==> src/rtl/jsa_pkg.sv <==
`timescale 1ns/1ps
package jsa_pkg;
    localparam int            GEN_W        = 16;
    localparam logic [15:0]   GEN_TAPS     = 16'hB400;
    localparam logic [15:0]   GEN_FALLBACK = 16'hACE1;

    typedef enum logic [1:0] {
        OC_HOLD  = 2'd0,
        OC_SET   = 2'd1,
        OC_CLEAR = 2'd2
    } oc_action_e;

    function automatic logic [GEN_W-1:0] gen_step(input logic [GEN_W-1:0] s);
        logic [GEN_W-1:0] sh;
        sh = s >> 1;
        return s[0] ? (sh ^ GEN_TAPS) : sh;
    endfunction

    function automatic logic [GEN_W-1:0] gen_start(input logic [GEN_W-1:0] s);
        return (s == '0) ? GEN_FALLBACK : s;
    endfunction
endpackage

==> src/rtl/jsa_lfsr.sv <==
`timescale 1ns/1ps
module jsa_lfsr
    import jsa_pkg::*;
(
    input  logic             clk,
    input  logic             rst,
    input  logic [GEN_W-1:0] seed,
    input  logic             advance,
    output logic [GEN_W-1:0] state
);
    always_ff @(posedge clk) begin
        if (rst)          state <= gen_start(seed);
        else if (advance) state <= gen_step(state);
    end
endmodule

==> src/rtl/jsa_interval_timer.sv <==
`timescale 1ns/1ps
module jsa_interval_timer
    import jsa_pkg::*;
#(
    parameter int IVL_W = 16
) (
    input  logic             clk,
    input  logic             rst,
    input  logic [IVL_W-1:0] base,
    input  logic [IVL_W-1:0] mask,
    input  logic [GEN_W-1:0] rnd,
    output logic             fire
);
    localparam int CNT_W = IVL_W + 1;

    logic [IVL_W-1:0] rnd_fit;
    logic [CNT_W-1:0] cnt;
    logic [CNT_W-1:0] reload;

    generate
        if (IVL_W <= GEN_W) begin : g_trunc
            assign rnd_fit = rnd[IVL_W-1:0];
        end else begin : g_pad
            assign rnd_fit = {{(IVL_W-GEN_W){1'b0}}, rnd};
        end
    endgenerate

    assign reload = {1'b0, base} + {1'b0, mask & rnd_fit};
    assign fire   = (cnt == '0);

    always_ff @(posedge clk) begin
        if (rst)       cnt <= {1'b0, base};
        else if (fire) cnt <= reload;
        else           cnt <= cnt - 1'b1;
    end
endmodule

==> src/rtl/jsa_ema.sv <==
`timescale 1ns/1ps
module jsa_ema #(
    parameter int DATA_W = 12,
    parameter int K_W    = 4
) (
    input  logic                     clk,
    input  logic                     rst,
    input  logic                     load,
    input  logic signed [DATA_W-1:0] sample,
    input  logic [K_W-1:0]           shift,
    output logic signed [DATA_W-1:0] avg,
    output logic signed [DATA_W-1:0] avg_nxt
);
    logic signed [DATA_W:0] diff;
    logic signed [DATA_W:0] step;
    logic signed [DATA_W:0] sum;

    always_comb begin
        diff    = {sample[DATA_W-1], sample} - {avg[DATA_W-1], avg};
        step    = diff >>> shift;
        sum     = {avg[DATA_W-1], avg} + step;
        avg_nxt = sum[DATA_W-1:0];
    end

    always_ff @(posedge clk) begin
        if (rst)       avg <= '0;
        else if (load) avg <= avg_nxt;
    end
endmodule

==> src/rtl/jsa_decimator.sv <==
`timescale 1ns/1ps
module jsa_decimator #(
    parameter int DATA_W = 12,
    parameter int DEC_W  = 8
) (
    input  logic              clk,
    input  logic              rst,
    input  logic              take,
    input  logic [DEC_W-1:0]  ratio,
    input  logic [DATA_W-1:0] avg_in,
    output logic              tick,
    output logic [DATA_W-1:0] held
);
    logic [DEC_W-1:0] eff;
    logic [DEC_W-1:0] cnt;
    logic             last;

    assign eff  = (ratio == '0) ? DEC_W'(1) : ratio;
    assign last = (cnt >= eff - 1'b1);

    always_ff @(posedge clk) begin
        if (rst) begin
            cnt  <= '0;
            tick <= 1'b0;
            held <= '0;
        end else if (take && last) begin
            cnt  <= '0;
            tick <= 1'b1;
            held <= avg_in;
        end else begin
            tick <= 1'b0;
            if (take) cnt <= cnt + 1'b1;
        end
    end
endmodule

==> src/rtl/jittered_sampler.sv <==
`timescale 1ns/1ps
module jittered_sampler
    import jsa_pkg::*;
#(
    parameter int DATA_W = 12,
    parameter int IVL_W  = 16,
    parameter int DEC_W  = 8,
    parameter int K_MAX  = 8
) (
    input  logic              clk,
    input  logic              rst,
    input  logic [IVL_W-1:0]  base_interval,
    input  logic [IVL_W-1:0]  jitter_mask,
    input  logic [15:0]       seed,
    input  logic [3:0]        shift_sel,
    input  logic [DEC_W-1:0]  decim_ratio,
    input  logic [DATA_W-1:0] oc_threshold,
    input  logic              oc_clear,
    input  logic              adc_valid,
    input  logic [DATA_W-1:0] adc_data,
    output logic              sample_req,
    output logic [DATA_W-1:0] inst_value,
    output logic [DATA_W-1:0] avg_value,
    output logic              avg_strobe,
    output logic [DATA_W-1:0] dec_value,
    output logic              oc_flag
);
    localparam int K_W = 4;

    logic [GEN_W-1:0]         gen_state;
    logic [K_W-1:0]           k_eff;
    logic signed [DATA_W-1:0] avg_q;
    logic signed [DATA_W-1:0] avg_nxt;
    logic [DATA_W-1:0]        magnitude;
    oc_action_e               oc_act;

    jsa_lfsr u_gen (
        .clk     (clk),
        .rst     (rst),
        .seed    (seed),
        .advance (sample_req),
        .state   (gen_state)
    );

    jsa_interval_timer #(.IVL_W(IVL_W)) u_timer (
        .clk  (clk),
        .rst  (rst),
        .base (base_interval),
        .mask (jitter_mask),
        .rnd  (gen_state),
        .fire (sample_req)
    );

    always_comb begin
        if (shift_sel == '0)                 k_eff = K_W'(1);
        else if (shift_sel > K_W'(K_MAX))    k_eff = K_W'(K_MAX);
        else                                 k_eff = shift_sel;
    end

    jsa_ema #(.DATA_W(DATA_W), .K_W(K_W)) u_ema (
        .clk     (clk),
        .rst     (rst),
        .load    (adc_valid),
        .sample  (adc_data),
        .shift   (k_eff),
        .avg     (avg_q),
        .avg_nxt (avg_nxt)
    );

    assign avg_value = avg_q;

    jsa_decimator #(.DATA_W(DATA_W), .DEC_W(DEC_W)) u_dec (
        .clk    (clk),
        .rst    (rst),
        .take   (adc_valid),
        .ratio  (decim_ratio),
        .avg_in (avg_nxt),
        .tick   (avg_strobe),
        .held   (dec_value)
    );

    assign magnitude = adc_data[DATA_W-1] ? (~adc_data + 1'b1) : adc_data;

    always_comb begin
        if (adc_valid && (magnitude > oc_threshold)) oc_act = OC_SET;
        else if (oc_clear)                           oc_act = OC_CLEAR;
        else                                         oc_act = OC_HOLD;
    end

    always_ff @(posedge clk) begin
        if (rst) begin
            inst_value <= '0;
            oc_flag    <= 1'b0;
        end else begin
            if (adc_valid) inst_value <= adc_data;
            case (oc_act)
                OC_SET:   oc_flag <= 1'b1;
                OC_CLEAR: oc_flag <= 1'b0;
                default:  oc_flag <= oc_flag;
            endcase
        end
    end
endmodule

==> config.mk <==
export PLATFORM = sky130hd
export DESIGN_NAME = jittered_sampler
export DESIGN_NICKNAME = d
export VERILOG_FILES = /design/src/rtl/jsa_pkg.sv /design/src/rtl/jsa_lfsr.sv /design/src/rtl/jsa_interval_timer.sv /design/src/rtl/jsa_ema.sv /design/src/rtl/jsa_decimator.sv /design/src/rtl/jittered_sampler.sv
export SDC_FILE = /design/constraint.sdc
export NUM_CORES = 1
export LEC_CHECK = 0
export BUFFER_PORTS_ARGS = -buffer_cell sky130_fd_sc_hd__buf_2
export CAP_MARGIN = 20
export CORE_ASPECT_RATIO = 0.7
export CORE_MARGIN = 2
export CORE_UTILIZATION = 61
export DETAILED_ROUTE_END_ITERATION = 7
export PLACE_DENSITY = 0.87
export SETUP_SLACK_MARGIN = 0.3
export SYNTH_ARGS = -nofsm -noshare
export SYNTH_HDL_FRONTEND = slang
export SYNTH_SLANG_ARGS = --single-unit
==> constraint.sdc <==
create_clock -name clk -period 9.1 [get_ports clk]
set_clock_uncertainty 0.05 [all_clocks]
set_input_delay 2.275 -clock clk [delete_from_list [all_inputs] [get_ports clk]]
set_output_delay 2.275 -clock clk [all_outputs]
set_load 0.01 [all_outputs]
==> results of run 1 <==
## area by class of cell
type                       count  area (µm²)
inverter                      48         193
clock inverter                 6        85.1
multi-input combinational    625        4480
sequential                    79        1740
fill                         811        2840
timing repair buffer         130         661
tap                          132         165
clock buffer                  10         229
## metal layers
layer | global-route usage | part of all wire
met5 | 0 | 0
met3 | 0.0782 | 0.076
met4 | 0.0833 | 0.017
met1 | 0.426 | 0.49
met2 | 0.437 | 0.41
## metrics by stage
stage          setup slack [ns]  area (µm²)  cells   util
6_report                   1.90        7560   1030  0.727
2_1_floorplan              2.55        6560    780      -
4_1_cts                    2.03        7560   1030  0.727
3_5_place_dp               1.71        7240   1014  0.697
3_3_place_gp               1.86        7240   1014  0.697
5_1_grt                    1.54        7560   1030  0.727
## Yosys cell counts (all sizes together), types with 4 or more instances
master  instances
buf            11
o31a            4
dfxtp          63
and2           19
o22ai           4
mux2           11
nand2          49
nor2b           7
nor2          100
o31ai           4
o21a            8
nand3          12
o41ai           4
o21ai          44
clkbuf         17
edfxtp         16
inv            46
a211oi         15
or2             5
xnor2          42
or3            10
mux2i          42
nor4b           4
ha             63
o211ai          6
nor4           12
nand4           5
o22a            7
a21oi          33
xor2           23
a31oi           4
a311oi          4
nor3           17
a21o           12
nand2b         13
## where the power goes
group          total (mW)  internal [mW]  switching [mW]
registers           0.455          0.400          0.0544
clock network       0.391          0.240           0.152
logic               0.927          0.400           0.528
## worst min-delay path: stages, from the launching register on
cell and delay, ns:
sky130_fd_sc_hd__dfxtp_1 0.31, sky130_fd_sc_hd__nand2b_1 0.06, sky130_fd_sc_hd__a21oi_1 0.05
## sequential cells by signal (all words and copies together) (netlist names)
| signal | count |
|---|---|
| inst_value | 12 |
| oc_flag | 1 |
| u_dec.cnt | 8 |
| u_dec.held | 12 |
| u_dec.tick | 1 |
| u_ema.avg | 12 |
| u_gen.state | 16 |
| u_timer.cnt | 17 |
## worst paths after layout
path / cells after the start / from / slack, ns / to
worst max-delay path: 19 / adc_data[4] / 1.90 / u_ema.avg[11]$_SDFFE_PP0P_
worst max register to register: 19 / u_ema.avg[1]$_SDFFE_PP0P_ / 3.41 / u_ema.avg[11]$_SDFFE_PP0P_
worst min register to register: 2 / oc_flag$_SDFFE_PP0P_ / 0.42 / oc_flag$_SDFFE_PP0P_
worst min-delay path: 2 / oc_flag$_SDFFE_PP0P_ / 0.42 / oc_flag$_SDFFE_PP0P_
## cell families after synthesis
group,share of synthesized area
and+or+nand+nor,0.193
AOI/OAI and AO/OA,0.184
DFF,0.266
buffers and inverters,0.0510
adders and majority gates,0.129
xor gates and xnor gates,0.0868
muxes,0.0899
==> results.txt, run 1 <==
----------------------------------------------------
[Status]
  Run status ... finished, final reports clean

[Die]
  Vertical die dimension ... slightly above 90 µm
  Horizontal die dimension ... between 100 and 150 µm
  Core Region ... just over 10000 µm²
  Boundary pin count ... roughly 130
  Area enclosed by the die boundary ... between 10000 and 15000 µm²
  Number of rows created at floorplan ... 31
  Initial Util ... 0.631

[Clock network]
  H-tree levels ... 3
  Clk buf depth ... 2
  Buffer type at the clock tree root ... sky130_fd_sc_hd__clkbuf_16
  Postcts setup bufs ... 0
  PostCTS Resize Cnt ... 0
  Clock transition at the registers of the reported paths ... roughly 0.06 ns
  Number of hold buffers added after cts ... 0
  Number of buffers added by the clock tree synthesis step ... 9
  TritonCTS clock tree ... built
  Clock sink count ... just under 80
  Clock latency at the later pin of the worst-skew pair ... between 0.3 and 0.4 ns

[Synth]
  Primary flip-flop cell chosen by synthesis mapping ... sky130_fd_sc_hd__dfxtp_1
  Dominant cell type by area after synthesis ... sky130_fd_sc_hd__dfxtp_1
  Total nets after synthesis ... roughly 930
  Cell area after synthesis ... about 6600 µm²
  Warning count from the yosys run ... 0
  Synthesized netlist cell count ... 780
  Top cell type's share of synthesized area ... 0.192
  Seq cells post-synth ... between 70 and 80
  Mean cell area of the mapped netlist ... 8.40 µm²
  Share of async-settable or async-resettable flops after synthesis ... 0
  Count of distinct cell types in the synthesized netlist ... between 60 and 70
  Largest cells by area after synthesis ... sky130_fd_sc_hd__dfxtp_1, sky130_fd_sc_hd__ha_1, sky130_fd_sc_hd__edfxtp_1
  Sequential element share of the synthesized area ... 0.266
  EDFF count, synth ... 16

[Critical path]
  Delay contributed by the slowest stage of the critical path ... 0.50 ns
  Highest-delay cell along the critical path ... sky130_fd_sc_hd__mux4_2
  Max FO, Critical Path ... 6
  Capturing element type of the critical path ... flop
  Data required time at the worst endpoint ... between 9 and 10 ns
  Element type at the critical path start ... input port
  Combined buffer and inverter count along the critical path ... 1
  Cell-by-cell listing of the critical path ... buf_2 > ha_1 > and2_1 > a31o_2 > nor4_1 > a21oi_1 > xor2_1 > mux4_2 > a21oi_1 > o21ai_0 > ha_1 > a211oi_1 > nor2_1 > o41ai_1 > o21ai_0 > o41a_1 > xnor2_1 > a211oi_1 > a31o_2
  Cell family contributing the most delay on the critical path ... compound AO/OA/AOI/OAI gates
  Path type of the worst setup path ... input port to flop
  Data arrival time of the critical path ... roughly 7.4 ns

[Global route]
  Number of global-route vias before repair ... ~5800
  Global-route total usage across every layer ... 0.297
  Initial antenna violation count ... 0
  Global-route wire length before repair ... 27.9 mm
  Maximum number of pins on one net before global-route repair ... 83
  Gr ovfl total ... 0

[Detailed routing]
  Final wirelength ... between 15 and 20 mm
  Count of unresolved DRC violations after routing ... 0
  Routed WL per cell ... approximately 17 µm
  Overall via count from detail_route ... 6196
  First drt pass iteration count ... 5
  Via-to-Cell Ratio ... 6.02
  First-iteration detailed-routing DRC count ... around 500
  Antenna-violating nets left ... 0

[Placed design]
  Detailed placement HPWL ... ~13 mm
  Routability congestion estimate ... about 1.0
  Total of buffers placed on input and output ports ... 126

[STA]
  Final hold violations ... 0
  Worst Tran Pin Value ... between 1 and 1.5 ns
  Final setup violation count ... 0
  Final hold slack ... around 0.42 ns
  Slew Limit Headroom ... 0.285
  Fin Setup TNS ... 0 ns
  Fmax ... 139 MHz
  Period utilization ... 0.791
  Setup repair after global routing missed its margin ... false
  Shortest clock period the worst path allows after layout ... a little over 7 ns
  Number of pins exceeding their max-slew limit in the final report ... 0

[Power and ir drop]
  Leak ... approximately 3.4 nW
  Post-layout power ... 1.77 mW
  Pwr dens ... between 200 and 250 nW/µm²
  Worst vdd ir ... 154 µV

[Layout]
  Area added between synthesis and finish ... 15.3%
  Commonest non-fill, non-tap cell in the layout ... sky130_fd_sc_hd__buf_2
  Antenna diodes ... 0
  Top library cells by usage in the layout, fill and taps aside ... sky130_fd_sc_hd__buf_2, sky130_fd_sc_hd__nor2_1, sky130_fd_sc_hd__ha_1, sky130_fd_sc_hd__dfxtp_1, sky130_fd_sc_hd__nand2_1
  Fin nets ... about 1000
  Fraction of final layout cells sized beyond drive strength 1 ... 0.195

[Flow run]
  Maxcap violations ... 0

[Min path]
  Hold/Removal Path Class ... flop to flop

----------------------------------------------------
Power figures use the tool's default switching activity.
==> inputs of run 2 (changes only) <==
--- a/config.mk
+++ b/config.mk
@@ -5,13 +5,14 @@
 export SDC_FILE = /design/constraint.sdc
 export NUM_CORES = 1
 export LEC_CHECK = 0
+export ABC_AREA = 1
 export BUFFER_PORTS_ARGS = -buffer_cell sky130_fd_sc_hd__buf_2
 export CAP_MARGIN = 20
 export CORE_ASPECT_RATIO = 0.7
 export CORE_MARGIN = 2
-export CORE_UTILIZATION = 61
+export CORE_UTILIZATION = 57
 export DETAILED_ROUTE_END_ITERATION = 7
-export PLACE_DENSITY = 0.87
+export PLACE_DENSITY = 0.82
 export SETUP_SLACK_MARGIN = 0.3
 export SYNTH_ARGS = -nofsm -noshare
 export SYNTH_HDL_FRONTEND = slang
==> constraint.sdc (replaced) <==
create_clock -name clk -period 6.7 [get_ports clk]
set_clock_uncertainty 0.05 [all_clocks]
set_input_delay 1.675 -clock clk [delete_from_list [all_inputs] [get_ports clk]]
set_output_delay 1.675 -clock clk [all_outputs]
set_load 0.01 [all_outputs]
==> results.txt, run 2 <==
----------------------------------------------------
[Synth]
  Dominant cell type by area after synthesis ... sky130_fd_sc_hd__dfxtp_1
  Cell area after synthesis ... 6820 µm² (+4.0%)
  Count of distinct cell types in the synthesized netlist ... 42 (-39%)
  Warning count from the yosys run ... 0 (unchanged)
  Primary flip-flop cell chosen by synthesis mapping ... sky130_fd_sc_hd__dfxtp_1
  Mean cell area of the mapped netlist ... 6.53 µm² (-22%)
  EDFF count, synth ... 16 (unchanged)
  Share of async-settable or async-resettable flops after synthesis ... 0 (unchanged)
  Top cell type's share of synthesized area ... 0.185 (-0.00748)
  Largest cells by area after synthesis ... sky130_fd_sc_hd__dfxtp_1, sky130_fd_sc_hd__nand2_1, sky130_fd_sc_hd__ha_1
  Synthesized netlist cell count ... 1044 (+34%)
  Sequential element share of the synthesized area ... 0.255 (-0.0103)
  Most common library cells after synthesis ... sky130_fd_sc_hd__nand2_1, sky130_fd_sc_hd__inv_1, sky130_fd_sc_hd__nand3_1, sky130_fd_sc_hd__nor2_1, sky130_fd_sc_hd__a21oi_1
  Total nets after synthesis ... 1198 (+28%)
  Most numerous cell in the Yosys netlist ... sky130_fd_sc_hd__nand2_1
  Seq cells post-synth ... 79 (unchanged)

[Critical path]
  Critical R2R Launch ... u_ema.avg[8]$_SDFFE_PP0P_
  Max FO, Critical Path ... 4 (-2)
  Delay contributed by the slowest stage of the critical path ... 0.44 ns (-0.06 ns)
  Highest-delay cell along the critical path ... sky130_fd_sc_hd__fa_1
  Data required time at the worst endpoint ... 6.93 ns (-2.35 ns)
  Worst reg2reg path depth ... 18 (-1)
  Cell-by-cell listing of the critical path ... buf_2 > inv_1 > ha_1 > fa_1 > inv_1 > nand3_1 > nand3_1 > nand2_1 > nand2_1 > nand2_1 > nand3_1 > nand3_1 > nand3_1 > nand2_1 > nor2_1 > ha_1 > inv_1 > fa_1 > o31ai_1 > nand2_1 > nand2_1 > xor2_1 > o21ai_0 > inv_1
  Cell count along the critical path ... 24 (+5)
  Path type of the worst setup path ... input port to flop
  Combined buffer and inverter count along the critical path ... 5 (+4)
  Cell seen most often among critical-path stages ... sky130_fd_sc_hd__nand2_1
  Cell family contributing the most delay on the critical path ... adder cells
  Capturing element type of the critical path ... flop
  Data arrival time of the critical path ... 5.08 ns (-2.31 ns)
  Element type at the critical path start ... input port
  Beginning of the critical path ... adc_data[0]

[Detailed routing]
  Overall via count from detail_route ... 7178 (+16%)
  Via-to-Cell Ratio ... 5.43 (-9.7%)
  Antenna-violating nets left ... 0 (unchanged)
  First drt pass iteration count ... 5 (unchanged)
  Final wirelength ... 19.3 mm (+13%)
  Routed WL per cell ... 14.6 µm (-12%)
  First-iteration detailed-routing DRC count ... 567 (+14%)
  Count of unresolved DRC violations after routing ... 0 (unchanged)

[STA]
  Setup slack after layout ... 1.85 ns (-0.0458 ns)
  Setup repair after global routing missed its margin ... false
  Number of pins exceeding their max-slew limit in the final report ... 0 (unchanged)
  Slew Limit Headroom ... 0.316 (+0.0305)
  Final hold slack ... 0.420 ns (+0.000326 ns)
  Final setup violation count ... 0 (unchanged)
  Worst Tran Pin Value ... 1.02 ns (-0.0324 ns)
  Final hold violations ... 0 (unchanged)
  Fin Setup TNS ... 0 ns (unchanged)
  Shortest clock period the worst path allows after layout ... around 4.8 ns
  Period utilization ... 0.724
  Fmax ... 206 MHz

[Status]
  Run status ... finished, final reports clean

[Placed design]
  Routability congestion estimate ... 0.997 (-0.68%)
  Worst slack after detailed placement ... 1.54 ns (-0.175 ns)
  Detailed placement HPWL ... 15.3 mm (+17%)
  DP Cell Count ... 1304 (+29%)
  Area of placed instances ... 7540 µm² (+4.1%)
  Total of buffers placed on input and output ports ... 126 (unchanged)

[Clock network]
  Buffer type at the clock tree root ... sky130_fd_sc_hd__clkbuf_16
  Clock transition at the registers of the reported paths ... 0.06 ns (about the same)
  Number of hold buffers added after cts ... 0 (unchanged)
  Number of buffers added by the clock tree synthesis step ... 9 (unchanged)
  Clock latency at the later pin of the worst-skew pair ... 0.34 ns (about the same)
  Clock sink count ... 79 (unchanged)
  H-tree levels ... 3 (unchanged)
  Postcts setup bufs ... 0 (unchanged)
  PostCTS Resize Cnt ... 0 (unchanged)
  TritonCTS clock tree ... built
  Clk buf depth ... 2 (unchanged)

[Power and ir drop]
  Internal power contribution ... 1.16 mW (+11%)
  Part of the total power dissipated in combinational logic ... 0.463 (-0.060)
  Clock power frac ... 0.248 (+0.027)
  Worst vdd ir ... 171 µV (+11%)
  Flop pwr share ... 0.289 (+0.033)
  Pwr dens ... 256 nW/µm² (+9.0%)
  Leak ... 4.16 nW (+21%)
  Net switching fraction of the power ... 0.423 (+0.00914)
  Switching power of the nets ... 0.848 mW (+16%)
  Post-layout power ... 2.01 mW (+13%)

[Die]
  Initial Util ... 0.584 (-0.0469)
  Boundary pin count ... 127 (unchanged)
  Number of rows created at floorplan ... 33 (+6.5%)
  Horizontal die dimension ... 135 µm (+5.3%)
  Core Region ... 11700 µm² (+12%)
  Area enclosed by the die boundary ... 12900 µm² (+11%)
  Vertical die dimension ... 95.5 µm (+5.3%)

[Layout]
  Fin nets ... 1312 (+25%)
  Register ranked first by flip-flop count ... u_timer.cnt
  Commonest non-fill, non-tap cell in the layout ... sky130_fd_sc_hd__nand2_1
  Flip-flop count of the largest register after layout ... 17 (unchanged)
  Fraction of final layout cells sized beyond drive strength 1 ... 0.135 (-0.0599)
  Finished Layout Cells ... 1321 (+28%)
  Largest registers in the final layout ... u_timer.cnt: 17 flops, u_gen.state: 16 flops
  Total non-filler cell area in the finished layout ... 7840 µm² (+3.8%)
  Top library cells by usage in the layout, fill and taps aside ... sky130_fd_sc_hd__nand2_1, sky130_fd_sc_hd__inv_1, sky130_fd_sc_hd__buf_2
  Area added between synthesis and finish ... 15.0%
  Final standard cell utilization of the core ... 0.671 (-0.0560)

[Global route]
  Gr ovfl total ... 0 (unchanged)
  Global-route wire length before repair ... 30.4 mm (+9.1%)
  Initial antenna violation count ... 0 (unchanged)
  Maximum number of pins on one net before global-route repair ... 62 (-25%)
  Global-route total usage across every layer ... 0.297 (+0.000409)
  Number of global-route vias before repair ... 6256 (+8.3%)

[Flow run]
  Maxcap violations ... 0 (unchanged)

[Min path]
  Worst Hold Launch ... oc_flag$_SDFFE_PP0P_
  Hold/Removal Path Class ... flop to flop
  Worst Hold Depth ... 2 (unchanged)

----------------------------------------------------
==> run 2: cell types whose count changed after synthesis, moves of 11 or more <==
| cell | previous run | this run |
|---|---|---|
| sky130_fd_sc_hd__a211oi_1 | 15 | 1 |
| sky130_fd_sc_hd__a21oi_1 | 33 | 93 |
| sky130_fd_sc_hd__and2_1 | 19 | 1 |
| sky130_fd_sc_hd__inv_1 | 46 | 138 |
| sky130_fd_sc_hd__mux2_2 | 11 | 0 |
| sky130_fd_sc_hd__mux2i_1 | 42 | 3 |
| sky130_fd_sc_hd__nand2_1 | 49 | 247 |
| sky130_fd_sc_hd__nand2b_1 | 13 | 0 |
| sky130_fd_sc_hd__nand3_1 | 12 | 119 |
| sky130_fd_sc_hd__xnor2_1 | 42 | 15 |
| sky130_fd_sc_hd__xor2_1 | 23 | 34 |
==> run 2: cell families (layout without fill, tap and decap cells) <==
logic type | count (synthesis) | after routing | share of synthesized area
AND/OR/NAND/NOR | 509 | 509 | 0.324
AO/OA/AOI/OAI | 173 | 173 | 0.135
buffers and inverters | 165 | 284 | 0.0945
flip-flops | 79 | 79 | 0.255
adder cells (fa/ha/maj) | 66 | 66 | 0.124
XOR/XNOR | 49 | 49 | 0.0629
multiplexers | 3 | 3 | 0.00440
other | 0 | 1 | 0
==> run 2: final timing paths <==
path / end / slack [ns]
setup / recovery: u_ema.avg[8]$_SDFFE_PP0P_ / 1.85
setup reg to reg: u_ema.avg[8]$_SDFFE_PP0P_ / 3.01
hold reg to reg: oc_flag$_SDFFE_PP0P_ / 0.42
hold / removal: oc_flag$_SDFFE_PP0P_ / 0.42
==> run 2: layer usage <==
metal / global-route usage / routed length, µm / up-vias / share of wire
met5: 0 / 0 / - / 0
met2: 0.429 / 7800 / 287 / 0.40
met3: 0.0670 / 1730 / 16 / 0.089
met1: 0.453 / 9610 / 3193 / 0.50
met4: 0.0474 / 179 / 0 / 0.0093
li1: - / - / 3682 / -
==> run 2: worst register-to-register path, delay by kind of cell (launching register included) <==
family,cells,cell delay [ns]
DFF,1,0.40
adders and majority gates,3,1.07
AOI/OAI and AO/OA,4,0.75
buffers and inverters,4,0.35
xor gates and xnor gates,1,0.18
and+or+nand+nor,6,0.86
==> run 2: area by class of cell <==
| type | count | area [µm²] |
|---|---|---|
| sequential | 79 | 1740 |
| timing repair buffer | 127 | 638 |
| antenna | 1 | 2.50 |
| tap | 157 | 196 |
| fill | 1070 | 3840 |
| clock buffer | 10 | 229 |
| clock inverter | 6 | 67.6 |
| inverter | 141 | 532 |
| multi-input combinational | 800 | 4430 |
==> run 2: power by group through the flow <==
stage               Clock, mW  Sequential [mW]  Combinational, mW
floorplan                   0            0.585              0.660
global placement            0            0.588              0.892
detailed placement          0            0.589              0.904
CTS                     0.500            0.579              0.910
global route            0.521            0.586               1.04
finish                  0.497            0.581              0.928
==> inputs of run 3 (changes only) <==
--- a/config.mk
+++ b/config.mk
@@ -10,9 +10,9 @@
 export CAP_MARGIN = 20
 export CORE_ASPECT_RATIO = 0.7
 export CORE_MARGIN = 2
-export CORE_UTILIZATION = 57
+export CORE_UTILIZATION = 52
 export DETAILED_ROUTE_END_ITERATION = 7
-export PLACE_DENSITY = 0.82
+export PLACE_DENSITY = 0.78
 export SETUP_SLACK_MARGIN = 0.3
 export SYNTH_ARGS = -nofsm -noshare
 export SYNTH_HDL_FRONTEND = slang
==> constraint.sdc (replaced) <==
create_clock -name clk -period 4.3 [get_ports clk]
set_clock_uncertainty 0.05 [all_clocks]
set_input_delay 1.075 -clock clk [delete_from_list [all_inputs] [get_ports clk]]
set_output_delay 1.075 -clock clk [all_outputs]
set_load 0.01 [all_outputs]
==> results.txt, run 3 (same netlist as run 2, synthesis figures left out) <==
----------------------------------------------------
[Placed design]
  Routability congestion estimate ... 1.01 (+0.93%)
  Total of buffers placed on input and output ports ... 126 (unchanged)
  DP Cell Count ... 1327 (+1.8%)
  Detailed placement HPWL ... 16.4 mm (+7.4%)

[STA]
  Worst Tran Pin Value ... 0.735 ns (-0.290 ns)
  Slew Limit Headroom ... 0.510 (+0.194)
  Final setup violation count ... 0 (unchanged)
  Period utilization ... 0.907
  Final hold violations ... 0 (unchanged)
  Setup repair after global routing missed its margin ... false
  Number of pins exceeding their max-slew limit in the final report ... 0 (unchanged)
  Shortest clock period the worst path allows after layout ... a little under 4 ns
  Fmax ... about 260 MHz

[Layout]
  Commonest non-fill, non-tap cell in the layout ... sky130_fd_sc_hd__nand2_1
  Area used by multi-input combinational logic ... 4760 µm² (+7.3%)
  Largest registers in the final layout ... u_timer.cnt: 17 flops, u_gen.state: 16 flops
  Fraction of final layout cells sized beyond drive strength 1 ... 0.215 (+0.0800)
  Flip-flop count of the largest register after layout ... 17 (unchanged)
  Area added between synthesis and finish ... 22.3%
  Fin nets ... 1335 (+1.8%)
  Fill count ... 1166 (+9.0%)
  Register ranked first by flip-flop count ... u_timer.cnt
  Top library cells by usage in the layout, fill and taps aside ... sky130_fd_sc_hd__nand2_1, sky130_fd_sc_hd__inv_1, sky130_fd_sc_hd__buf_2
  Seq. cell area ... 1740 µm² (unchanged)
  Final standard cell utilization of the core ... 0.663 (-0.00840)
  Finished Layout Cells ... 1348 (+2.0%)
  Antenna diodes ... 0 (-1)

[Power and ir drop]
  Worst vdd ir ... 303 µV (+77%)
  Pwr dens ... 418 nW/µm² (+63%)
  Leak ... 4.33 nW (+4.0%)

[Clock network]
  H-tree levels ... 3 (unchanged)
  Number of buffers added by the clock tree synthesis step ... 9 (unchanged)
  Clock latency at the later pin of the worst-skew pair ... 0.34 ns (about the same)
  Clock sink count ... 79 (unchanged)
  Clock transition at the registers of the reported paths ... 0.07 ns (about the same)
  Number of hold buffers added after cts ... 0 (unchanged)
  Buffer type at the clock tree root ... sky130_fd_sc_hd__clkbuf_16
  TritonCTS clock tree ... built
  Clk buf depth ... 2 (unchanged)

[Global route]
  Global-route wire length before repair ... 32.5 mm (+6.9%)
  Global-route total usage across every layer ... 0.288 (-0.00900)
  Number of global-route vias before repair ... 6529 (+4.4%)
  Initial antenna violation count ... 0 (unchanged)
  Gr ovfl total ... 0 (unchanged)
  Maximum number of pins on one net before global-route repair ... 61 (-1.6%)

[Critical path]
  Highest-delay cell along the critical path ... sky130_fd_sc_hd__fa_2
  Data arrival time of the critical path ... 4.13 ns (-0.95 ns)
  Cell seen most often among critical-path stages ... sky130_fd_sc_hd__nand2_1
  Data required time at the worst endpoint ... 4.53 ns (-2.40 ns)
  Delay contributed by the slowest stage of the critical path ... 0.40 ns (-0.04 ns)
  Element type at the critical path start ... input port
  Capturing element type of the critical path ... flop
  Max FO, Critical Path ... 4 (unchanged)
  Cell family contributing the most delay on the critical path ... adder cells
  Cell-by-cell listing of the critical path ... buf_2 > inv_1 > ha_2 > fa_2 > inv_2 > nand3_2 > nand3_4 > nand2_2 > nand2_1 > nand2_1 > nand3_2 > nand3_2 > nand3_1 > nand2_1 > nor2_1 > ha_2 > inv_1 > fa_2 > o31ai_4 > nand2_1 > nand2_2 > xor2_2 > nand2_1 > nand2_1
  Combined buffer and inverter count along the critical path ... 4 (-1)
  Path type of the worst setup path ... input port to flop

[Min path]
  Hold/Removal Path Class ... flop to flop

[Die]
  Number of rows created at floorplan ... 34 (+3.0%)
  Area enclosed by the die boundary ... 14100 µm² (+9.3%)
  Horizontal die dimension ... 141 µm (+4.6%)
  Vertical die dimension ... 99.8 µm (+4.5%)
  Initial Util ... 0.542 (-0.0420)
  Boundary pin count ... 127 (unchanged)
  Core Region ... 12600 µm² (+7.8%)

[Detailed routing]
  Overall via count from detail_route ... 7448 (+3.8%)
  Routed WL per cell ... 15.7 µm (+7.6%)
  First drt pass iteration count ... 5 (unchanged)
  Final wirelength ... 21.2 mm (+9.8%)
  Count of unresolved DRC violations after routing ... 0 (unchanged)
  First-iteration detailed-routing DRC count ... 696 (+23%)
  Via-to-Cell Ratio ... 5.53 (+1.7%)
  Antenna-violating nets left ... 0 (unchanged)

[Status]
  Run status ... finished, final reports clean

[Flow run]
  Maxcap violations ... 0 (unchanged)

----------------------------------------------------
-- run 3: final cells by class --
type                       instances  area share
inverter                         141      0.0637
tap                              162      0.0243
sequential                        79       0.209
clock buffer                       9      0.0270
multi-input combinational        800       0.570
timing repair buffer             150      0.0972
clock inverter                     7     0.00900
-- run 3: worst paths after layout --
kind	from	end	cells after the start	slack (ns)
min reg2reg	oc_flag$_SDFFE_PP0P_	oc_flag$_SDFFE_PP0P_	2	0.43
max reg2reg	u_ema.avg[8]$_SDFFE_PP0P_	u_ema.avg[11]$_SDFFE_PP0P_	20	0.70
min	oc_flag$_SDFFE_PP0P_	oc_flag$_SDFFE_PP0P_	2	0.43
max	adc_data[0]	u_dec.held[8]$_SDFFE_PP0P_	24	0.40
-- run 3: per-stage QoR --
stage / setup TNS [ns] / setup slack [ns] / power (mW) / cell area [µm²] / hold WS [ns]
after floorplan: 0 / 0.307 / 1.95 / 6830 / 0.425
after global placement: 0 / 0.0158 / 2.36 / 7690 / 0.409
after detailed placement: -0.464 / -0.0783 / 2.38 / 7690 / 0.413
after CTS: 0 / 0.321 / 3.15 / 7990 / 0.424
after global routing: 0 / 0.197 / 3.71 / 8340 / 0.440
final: 0 / 0.398 / 3.49 / 8340 / 0.429
-- run 3: worst min-delay path, stage by stage (launching register included) --
cell and delay, ns:
sky130_fd_sc_hd__dfxtp_1 0.31, sky130_fd_sc_hd__nand2_1 0.07, sky130_fd_sc_hd__a21oi_1 0.06
-- run 3: power by group --
part	internal [mW]	switching, mW	leakage (nW)
clock network	0.411	0.345	0.145
registers	0.830	0.0848	0.677
logic	0.714	1.10	3.50
total	1.95	1.53	4.33
-- run 3: layer usage --
metal | global-route usage | part of all wire
met1 | 0.467 | 0.49
met2 | 0.390 | 0.39
met3 | 0.0577 | 0.11
met4 | 0.0508 | 0.014
met5 | 0 | 0
-- run 3: repair_timing --
action,in CTS,in global routing
endpoints found under the setup margin,7,18
resized for setup,1,84
setup buffers,0,5
pin swaps,0,26
